--- src/rtl/cwd_pkg.sv ---
// Package: shared constants for the century rollover detector.
// Assumes BCD year coding and a 3-bit power state code where 0 is running.
package cwd_pkg;
    localparam int          CWD_YEAR_W    = 8;
    localparam int          CWD_IDX_W     = 8;
    localparam int          CWD_PS_W      = 3;
    localparam int          CWD_STS_W     = 8;
    localparam int          CWD_STS_BIT   = 7;
    localparam logic [7:0]  CWD_YEAR_IDX  = 8'h09;
    localparam logic [7:0]  CWD_WRAP_FROM = 8'h99;
    localparam logic [7:0]  CWD_WRAP_TO   = 8'h00;
    localparam logic [2:0]  CWD_PS_RUN    = 3'd0;

    // Source chosen for the next year load.
    typedef enum logic [1:0] {
        YSRC_HOLD = 2'd0,
        YSRC_HOST = 2'd1,
        YSRC_TICK = 2'd2
    } ysrc_e;
endpackage

--- src/rtl/cwd_year_track.sv ---
// Module: cwd_year_track
// Holds the year value. Picks between the host write port and the counter update,
// with the host taking priority. Flags a wrap when a load moves the year from
// WRAP_FROM to WRAP_TO. Assumes both sources present complete BCD bytes.
module cwd_year_track
    import cwd_pkg::*;
#(
    parameter int               YEAR_W    = CWD_YEAR_W,
    parameter int               IDX_W     = CWD_IDX_W,
    parameter logic [IDX_W-1:0] YEAR_IDX  = CWD_YEAR_IDX,
    parameter logic [YEAR_W-1:0] WRAP_FROM = CWD_WRAP_FROM,
    parameter logic [YEAR_W-1:0] WRAP_TO   = CWD_WRAP_TO
) (
    input  logic              clk,
    input  logic              rst_n,
    input  logic              host_wr_en,
    input  logic [IDX_W-1:0]  host_wr_idx,
    input  logic [YEAR_W-1:0] host_wr_data,
    input  logic              tick_upd_en,
    input  logic [YEAR_W-1:0] tick_year,
    output logic [YEAR_W-1:0] year_q,
    output logic              wrap_evt
);
    ysrc_e             src;
    logic [YEAR_W-1:0] year_nxt;
    logic              host_hit;

    // Decode the host write against the year index.
    assign host_hit = host_wr_en && (host_wr_idx == YEAR_IDX);

    // Choose the load source: host first, then the counter.
    always_comb begin
        if (host_hit)         src = YSRC_HOST;
        else if (tick_upd_en) src = YSRC_TICK;
        else                  src = YSRC_HOLD;
    end

    // Form the value that the year register takes next.
    always_comb begin
        unique case (src)
            YSRC_HOST: year_nxt = host_wr_data;
            YSRC_TICK: year_nxt = tick_year;
            default:   year_nxt = year_q;
        endcase
    end

    // Detect a load that crosses from the last year of a century to the first.
    always_comb begin
        wrap_evt = (src != YSRC_HOLD) && (year_q == WRAP_FROM) && (year_nxt == WRAP_TO);
    end

    // Year register with synchronous reset.
    always_ff @(posedge clk) begin
        if (!rst_n) year_q <= '0;
        else        year_q <= year_nxt;
    end


    host_year_load_chk: assert property (@(posedge clk) disable iff (!rst_n)
        (host_wr_en && host_wr_idx == YEAR_IDX) |=> (year_q == $past(host_wr_data)));


    host_other_idx_chk: assert property (@(posedge clk) disable iff (!rst_n)
        (host_wr_en && host_wr_idx != YEAR_IDX && !tick_upd_en) |=> $stable(year_q));


    tick_year_load_chk: assert property (@(posedge clk) disable iff (!rst_n)
        (tick_upd_en && !(host_wr_en && host_wr_idx == YEAR_IDX)) |=> (year_q == $past(tick_year)));
endmodule

--- src/rtl/cwd_sticky_flag.sv ---
// Module: cwd_sticky_flag
// A status byte in which one bit is a sticky flag that a set event raises and a
// write of 1 to that bit clears. Set wins over clear. All other bits read 0.
module cwd_sticky_flag #(
    parameter int STS_W   = cwd_pkg::CWD_STS_W,
    parameter int STS_BIT = cwd_pkg::CWD_STS_BIT
) (
    input  logic             clk,
    input  logic             rst_n,
    input  logic             set_evt,
    input  logic             clr_wr_en,
    input  logic [STS_W-1:0] clr_wr_data,
    output logic [STS_W-1:0] sts_q
);
    logic flag_q;
    logic clr_hit;

    // A clear applies only when the flag's bit is written as 1.
    assign clr_hit = clr_wr_en && clr_wr_data[STS_BIT];

    // Flag register: set has priority, then write-1-to-clear, else hold.
    always_ff @(posedge clk) begin
        if (!rst_n)       flag_q <= 1'b0;
        else if (set_evt) flag_q <= 1'b1;
        else if (clr_hit) flag_q <= 1'b0;
    end

    // Lay out the status byte: the flag sits at its bit, the rest read zero.
    for (genvar b = 0; b < STS_W; b++) begin : g_sts
        if (b == STS_BIT) begin : g_flag
            assign sts_q[b] = flag_q;
        end else begin : g_zero
            assign sts_q[b] = 1'b0;
        end
    end


    set_wins_chk: assert property (@(posedge clk) disable iff (!rst_n)
        set_evt |=> sts_q[STS_BIT]);


    w1c_clear_chk: assert property (@(posedge clk) disable iff (!rst_n)
        (clr_wr_en && clr_wr_data[STS_BIT] && !set_evt) |=> !sts_q[STS_BIT]);
endmodule

--- src/rtl/cwd_smi_gate.sv ---
// Module: cwd_smi_gate
// Turns a wrap event into a one-cycle interrupt request, but only while the
// power state reports the running code. Assumes wrap events are single-cycle.
module cwd_smi_gate #(
    parameter int              PS_W   = cwd_pkg::CWD_PS_W,
    parameter logic [PS_W-1:0] PS_RUN = cwd_pkg::CWD_PS_RUN
) (
    input  logic            clk,
    input  logic            rst_n,
    input  logic            wrap_evt,
    input  logic [PS_W-1:0] pwr_state,
    output logic            smi_req
);
    logic running;

    // Running only for the exact running code; every other code is treated as sleep.
    assign running = (pwr_state == PS_RUN);

    // Registered pulse: high for one cycle after a wrap seen in the running state.
    always_ff @(posedge clk) begin
        if (!rst_n) smi_req <= 1'b0;
        else        smi_req <= wrap_evt && running;
    end


    no_smi_asleep_chk: assert property (@(posedge clk) disable iff (!rst_n)
        (pwr_state != PS_RUN) |=> !smi_req);


    smi_one_cycle_chk: assert property (@(posedge clk) disable iff (!rst_n)
        smi_req |=> !smi_req);
endmodule

--- src/rtl/century_wrap_detector.sv ---
// Module: century_wrap_detector
// Top level. Tracks the BCD year, records a 99-to-00 rollover in a sticky status
// bit and issues an interrupt request only in the running power state.
// Assumes a single clock domain and synchronous active-low reset.
module century_wrap_detector
    import cwd_pkg::*;
#(
    parameter int                YEAR_W    = CWD_YEAR_W,
    parameter int                IDX_W     = CWD_IDX_W,
    parameter int                PS_W      = CWD_PS_W,
    parameter int                STS_W     = CWD_STS_W,
    parameter int                STS_BIT   = CWD_STS_BIT,
    parameter logic [IDX_W-1:0]  YEAR_IDX  = CWD_YEAR_IDX,
    parameter logic [YEAR_W-1:0] WRAP_FROM = CWD_WRAP_FROM,
    parameter logic [YEAR_W-1:0] WRAP_TO   = CWD_WRAP_TO,
    parameter logic [PS_W-1:0]   PS_RUN    = CWD_PS_RUN
) (
    input  logic              clk,
    input  logic              rst_n,
    input  logic              host_wr_en,
    input  logic [IDX_W-1:0]  host_wr_idx,
    input  logic [YEAR_W-1:0] host_wr_data,
    input  logic              tick_upd_en,
    input  logic [YEAR_W-1:0] tick_year,
    input  logic [PS_W-1:0]   pwr_state,
    input  logic              sts_wr_en,
    input  logic [STS_W-1:0]  sts_wr_data,
    output logic [YEAR_W-1:0] year_q,
    output logic [STS_W-1:0]  sts_q,
    output logic              smi_req
);
    logic wrap_evt;

    // Year storage and wrap detection.
    cwd_year_track #(
        .YEAR_W(YEAR_W), .IDX_W(IDX_W), .YEAR_IDX(YEAR_IDX),
        .WRAP_FROM(WRAP_FROM), .WRAP_TO(WRAP_TO)
    ) u_year (
        .clk(clk), .rst_n(rst_n),
        .host_wr_en(host_wr_en), .host_wr_idx(host_wr_idx), .host_wr_data(host_wr_data),
        .tick_upd_en(tick_upd_en), .tick_year(tick_year),
        .year_q(year_q), .wrap_evt(wrap_evt)
    );

    // Sticky rollover flag in the status byte.
    cwd_sticky_flag #(.STS_W(STS_W), .STS_BIT(STS_BIT)) u_flag (
        .clk(clk), .rst_n(rst_n),
        .set_evt(wrap_evt), .clr_wr_en(sts_wr_en), .clr_wr_data(sts_wr_data),
        .sts_q(sts_q)
    );

    // Power-state gated interrupt request.
    cwd_smi_gate #(.PS_W(PS_W), .PS_RUN(PS_RUN)) u_smi (
        .clk(clk), .rst_n(rst_n),
        .wrap_evt(wrap_evt), .pwr_state(pwr_state),
        .smi_req(smi_req)
    );


    rise_needs_wrap_chk: assert property (@(posedge clk) disable iff (!rst_n)
        $rose(sts_q[STS_BIT]) |-> ($past(year_q) == WRAP_FROM && year_q == WRAP_TO));


    smi_with_flag_chk: assert property (@(posedge clk) disable iff (!rst_n)
        smi_req |-> sts_q[STS_BIT]);


    flag_sticky_chk: assert property (@(posedge clk) disable iff (!rst_n)
        (sts_q[STS_BIT] && !(sts_wr_en && sts_wr_data[STS_BIT])) |=> sts_q[STS_BIT]);


    other_bits_zero_chk: assert property (@(posedge clk) disable iff (!rst_n)
        $countones(sts_q) == (sts_q[STS_BIT] ? 1 : 0));
endmodule

--- config.mk ---
export PLATFORM = sky130hd
export DESIGN_NAME = century_wrap_detector
export DESIGN_NICKNAME = d
export VERILOG_FILES = /design/src/rtl/cwd_pkg.sv /design/src/rtl/cwd_year_track.sv /design/src/rtl/cwd_sticky_flag.sv /design/src/rtl/cwd_smi_gate.sv /design/src/rtl/century_wrap_detector.sv
export SDC_FILE = /design/constraint.sdc
export NUM_CORES = 1
export LEC_CHECK = 0
export BUFFER_PORTS_ARGS = -buffer_cell sky130_fd_sc_hd__buf_2
export CORE_MARGIN = 4
export CORE_UTILIZATION = 38
export DETAILED_ROUTE_END_ITERATION = 10
export GPL_TIMING_DRIVEN = 0
export PLACE_DENSITY = 0.92
export SLEW_MARGIN = 10
export SYNTH_ARGS = -nofsm -noshare
export SYNTH_HDL_FRONTEND = slang
export SYNTH_SLANG_ARGS = --single-unit
--- constraint.sdc ---
create_clock -name clk -period 2.5 [get_ports clk]
set_input_delay 0.375 -clock clk [delete_from_list [all_inputs] [get_ports clk]]
set_output_delay 0.375 -clock clk [all_outputs]
set_load 0.02 [all_outputs]
======== After elaboration in Yosys (flattened, before gate mapping) ========
Index checks and enable logic that the tools add are counted.
operators by class
  div/mod/pow operators ................... 0
  equal/unequal tests ..................... 4
  $add $sub $neg .......................... 0
  shift operators ......................... 0
  bitwise logic cells ..................... 0
  multiplexer cells ....................... 5
  reductions and logical operators ........ 9
  $mul .................................... 0
  $lt $le $gt $ge ......................... 0
operators by type and width
  operator            number
  $pmux 8 s2          1
  $eq 8x4->1 const B  1
  $eq 8x8->1 const B  1
  $logic_not 8->1     1
  $logic_and 1x1->1   5
  $mux 2              2
  $reduce_bool 2->1   2
  $logic_not 3->1     1
  $eq 2x1->1 const B  1
  $eq 2x2->1 const B  1
  $mux 1              2
word-level totals
  output and inout bits ................... 17
  bits in latches ......................... 0
  word-level logic and storage cells ...... 21
  input bits .............................. 40
  bits in read-only memories .............. 0
  bits in writable memories ............... 0
  register bits after elaboration ......... 10
  memories ................................ 0

======== Logic depth before layout (Yosys ltp) ========
  word-level depth ........................ 8
  mapped depth ............................ 5
  depth with buffers taken out ............ 4

======== By module ========
From an unflattened synthesis, not the netlist that was laid out.
unflattened totals
  cell total of the unflattened synthesis .. 65
  area, all modules ....................... 638.1 µm²
by module, submodules not included
  module           area an instance (µm²)  instances  sequential area each (µm²)  cells an instance
  cwd_year_track   503.0                   1          160.2                       49
  cwd_sticky_flag  98.8                    1          20.0                        13
  cwd_smi_gate     36.3                    1          20.0                        3

======== Worst setup path after synthesis ========
Ideal clock, no wire load.
  path type ............................... input-to-reg
  start point ............................. input port host_wr_idx[7]
  end point ............................... register u_smi.smi_req
  setup time .............................. 0.073 ns
  slack ................................... 1.082 ns
  stages on the path ...................... 4
  data required time ...................... 2.427 ns
  path buffers ............................ 0
  data arrival time ....................... 1.345 ns
  cells stage by stage .................... nor3b_1 -> nand4b_4 -> mux2_4 -> nor3_2
on the way
  word-level cells in the longest chain between the ends .. 8
  elaborated cells on any way between the ends .. 11
  classes of those cells .................. eq/ne (3); mux (2); reduce/logical (6)
RTL lines
  item                                             RTL line                     source
  start, declared                                  century_wrap_detector.sv:21  input logic [IDX_W-1:0] host_wr_idx,
  $eq 8x4->1 (*)                                   cwd_year_track.sv:29         assign host_hit = host_wr_en && (host_wr_idx == YEAR_IDX);
  $logic_and 1x1->1 (*)                            cwd_year_track.sv:29
  $mux 2 (*)                                       cwd_year_track.sv:33         if (host_hit) src = YSRC_HOST;
  $eq 2x2->1 / $eq 2x1->1 (equally long branches)  cwd_year_track.sv:40         unique case (src)
  $pmux 8 s2                                       cwd_year_track.sv:40
  $logic_not 8->1                                  cwd_year_track.sv:49         wrap_evt = (src != YSRC_HOLD) && (year_q == WRAP_FROM) && (year_nxt == WRAP_TO);
  $logic_and 1x1->1 (*)                            cwd_year_track.sv:49
  $logic_and 1x1->1 (*)                            cwd_smi_gate.sv:22           else smi_req <= wrap_evt && running;
  end signal, assigned                             cwd_smi_gate.sv:22
  end, declared                                    cwd_smi_gate.sv:12           output logic smi_req
Mark *: on every way between the ends. The rest lies on a longest branch, timed or not.
A chain may end at the register's enable or synchronous reset.

======== Final worst setup path ========
  start point ............................. input port host_wr_idx[7]
  end point ............................... register u_year.year_q[4]
on the way
  word-level cells in the longest chain between the ends .. 5
  elaborated cells on any way between the ends .. 6
  classes of those cells .................. eq/ne (3); mux (2); reduce/logical (1)
RTL lines
  item                                             RTL line              source
  $eq 8x4->1 (*)                                   cwd_year_track.sv:29
  $logic_and 1x1->1 (*)                            cwd_year_track.sv:29
  $mux 2 (*)                                       cwd_year_track.sv:33
  $eq 2x2->1 / $eq 2x1->1 (equally long branches)  cwd_year_track.sv:40
  $pmux 8 s2 (*)                                   cwd_year_track.sv:40
  end signal, assigned                             cwd_year_track.sv:55  else year_q <= year_nxt;
  end, declared                                    cwd_year_track.sv:21  output logic [YEAR_W-1:0] year_q,
Marked as above.

==> key figures <==
Clock network
  – CTS H-tree lvls: 1
  – CTS Sinks: 10
  – Worst-path clk slew: 0.06 ns
  – CTS Buffer Depth: 2
  – Cts hold-fix bufs: 0
  – Setup bufs post-CTS: 0
  – TritonCTS clock tree: yes
  – CTS buffer count: 3
  – Resize count post-CTS: 0
  – Clk_lat worst skew: 0.26 ns
  – CTS root buf: clkbuf_4

Synth
  – Synth Flop Type: dfxtp_1
  – Syn Area/Cell: 9.61 sq um
  – Commonest cells in the synthesized netlist: dfxtp_1 (10), nand2_1 (10), buf_4 (8), mux2i_1 (8), o211a_1 (8)
  – Synth Register Bits: 10
  – Fraction of registers with async set/reset: 0
  – Mapped Cells: 65
  – Cell variety after synth: 20
  – Netlist Area Pre-Place: 624 sq um
  – Cell taking the most area after synthesis: dfxtp_1
  – Largest cells by area after synthesis: dfxtp_1 (32%), mux2i_1 (13%), o211a_1 (13%), buf_4 (9.6%), nand2_1 (6.0%)
  – Post-synth EDFFs: 0
  – Seq/Total Area, Yosys: 0.321
  – Share of the synthesized area in the top cell type: 0.321
  – Synthesis Warnings: 0

Cells and area
  – Antenna Cells: 0
  – Final nets: 156
  – Post-route insts no fill: 130
  – Share of layout cells above drive strength 1: 0.482
  – Area Growth Syn to Fin: 42.5%
  – Fillers: 138

Detailed routing
  – Mean routed wirelength per cell: 12.0 um
  – Detailed Route Iter0 Violations: 5
  – DRT Pass-1 Iters: 4
  – Post-Route WL: 1.56 mm
  – Final ANT Viol Nets: 0
  – Via density: 4.88
  – Total vias in the final route: 634
  – Residual DRC: 0

Timing
  – Final setup violation count: 0
  – Sum Neg Setup Slack: 0 ns
  – Worst slew pin tran: 0.594 ns
  – Min Hold Slack: 0.358 ns
  – Final period util: 0.562
  – Final setup slack of the worst path: 1.10 ns
  – RSZ-0062 raised after global routing: false
  – Rel. slew slack: 0.604
  – Tmin final: 1.40 ns
  – Final Hold Violating Endpoints: 0
  – Clock skew: 0.00277 ns
  – Max Freq: 0.712 GHz
  – Max Slew Vio Count: 0

Setup path
  – Worst Setup End Kind: flop
  – R2R Setup Slk: 1.42 ns
  – WS Path Type: in -> reg
  – CP arrival: 1.56 ns
  – Largest stage delay on the critical path: 0.35 ns
  – Critical-path maximum fanout: 10
  – Slowest-stage cell, CP: nor3b_1
  – Crit path cell chain: buf_2 -> nor3b_1 -> nand4b_4 -> clkbuf_1 -> o211a_1
  – CP startpoint kind: input port
  – Worst EP required: 2.65 ns

GRT
  – GRT Total Usage: 0.132
  – First-pass GRT wire length: 2.59 mm
  – Initial antenna violation count: 0
  – Largest net degree at the start of global routing: 11
  – Grt ovf: 0
  – Vias in the first global route: 643

Floorplanning
  – Die Y: 48.5 um
  – Starting density of the core: 0.410
  – DIE WIDTH: 48.5 um
  – Rows: 14
  – Die ar.: 0.00236 sq mm
  – Core Footprint: 0.00152 sq mm
  – Io pins: 57

Place
  – RePlAce Congestion: 0.747
  – Dpl cells: 127
  – PortBufs: 40
  – Setup Slack @ Placement: 0.813 ns

Power
  – Leakage: 0.566 nW
  – Pwr Total: 0.379 mW
  – Worst VDD drop: 0.357 mV
  – Cell Pwr Density: 426 mW/mm^2

Run
  – Max Cap Violations: 0

Worst hold path
  – Worst min-delay path class: in -> reg

Run status
  – Outcome: finished clean
-- metrics by stage --
stage	cell area (sq um)	utilization
6_report	890	0.584
5_1_grt	890	0.584
4_1_cts	890	0.584
3_5_place_dp	867	0.569
3_3_place_gp	867	0.569
2_1_floorplan	647	-
-- metal layers --
metal  share of wire  vias to the layer above  track usage
met5               0                        -            0
met4           0.012                        0       0.0538
met3           0.096                        2       0.0429
met2            0.49                       32        0.226
met1            0.40                      275        0.147
li1                -                      325            -
-- where the power goes --
| group | switching (mW) | leakage (nW) | internal (mW) |
|---|---|---|---|
| logic | 0.0499 | 0.470 | 0.0475 |
| clock network | 0.0529 | 0.0138 | 0.0555 |
| registers | 0.00563 | 0.0822 | 0.167 |
| total | 0.108 | 0.566 | 0.270 |
-- cell families (layout without fill, tap and decap cells) --
| logic type | after synthesis | count (layout) | synth area share |
|---|---|---|---|
| and+or+nand+nor | 25 | 25 | 0.271 |
| DFF | 10 | 10 | 0.321 |
| buffers and inverters | 11 | 54 | 0.114 |
| AOI/OAI and AO/OA | 9 | 9 | 0.136 |
| other | 1 | 7 | 0.00601 |
| muxes | 9 | 9 | 0.152 |
-- placed cells by master, fill, tap and decap left out --
master / instances
nor4_1: 3
buf_4: 8
clkbuf_1: 3
o211a_1: 8
conb_1: 7
nand4b_1: 2
nand3_1: 1
nor4b_4: 1
dfxtp_1: 10
nand2_1: 10
nand4_1: 1
nand4b_4: 1
mux2i_1: 8
or3_1: 1
buf_2: 40
mux2_4: 1
clkbuf_4: 3
nor3b_1: 1
nor3_2: 1
o21ai_1: 1
nor3_1: 1
nor2_1: 2
-- flip-flops by register name, summed over array words and instances, names as in the netlist --
register       count
u_year.year_q      8
u_flag.flag_q      1
u_smi.smi_req      1
-- path summary, 6_finish.rpt --
path | to | depth (start not counted) | start
max | u_year.year_q[4] | 5 | host_wr_idx[7]
min | u_smi.smi_req | 3 | pwr_state[2]
max reg2reg | u_smi.smi_req | 4 | u_year.year_q[6]
min reg2reg | u_flag.flag_q | 2 | u_flag.flag_q
-- final cells by class --
class | instances | area, sq um | share of cell area
Sequential cell | 10 | 200 | 0.225
Clock buffer | 3 | 22.5 | 0.0253
Buffer | 11 | 71.3 | 0.0802
Timing Repair Buffer | 40 | 200 | 0.225
Tap cell | 16 | 20.0 | 0.0225
Multi-Input combinational cell | 50 | 375 | 0.422
-- critical path, delay by kind of cell --
family | cells | cell delay [ns]
compound gates | 1 | 0.26
buf+inv | 2 | 0.36
simple gates | 2 | 0.56
Note: power is estimated with default switching activity, not from simulation.
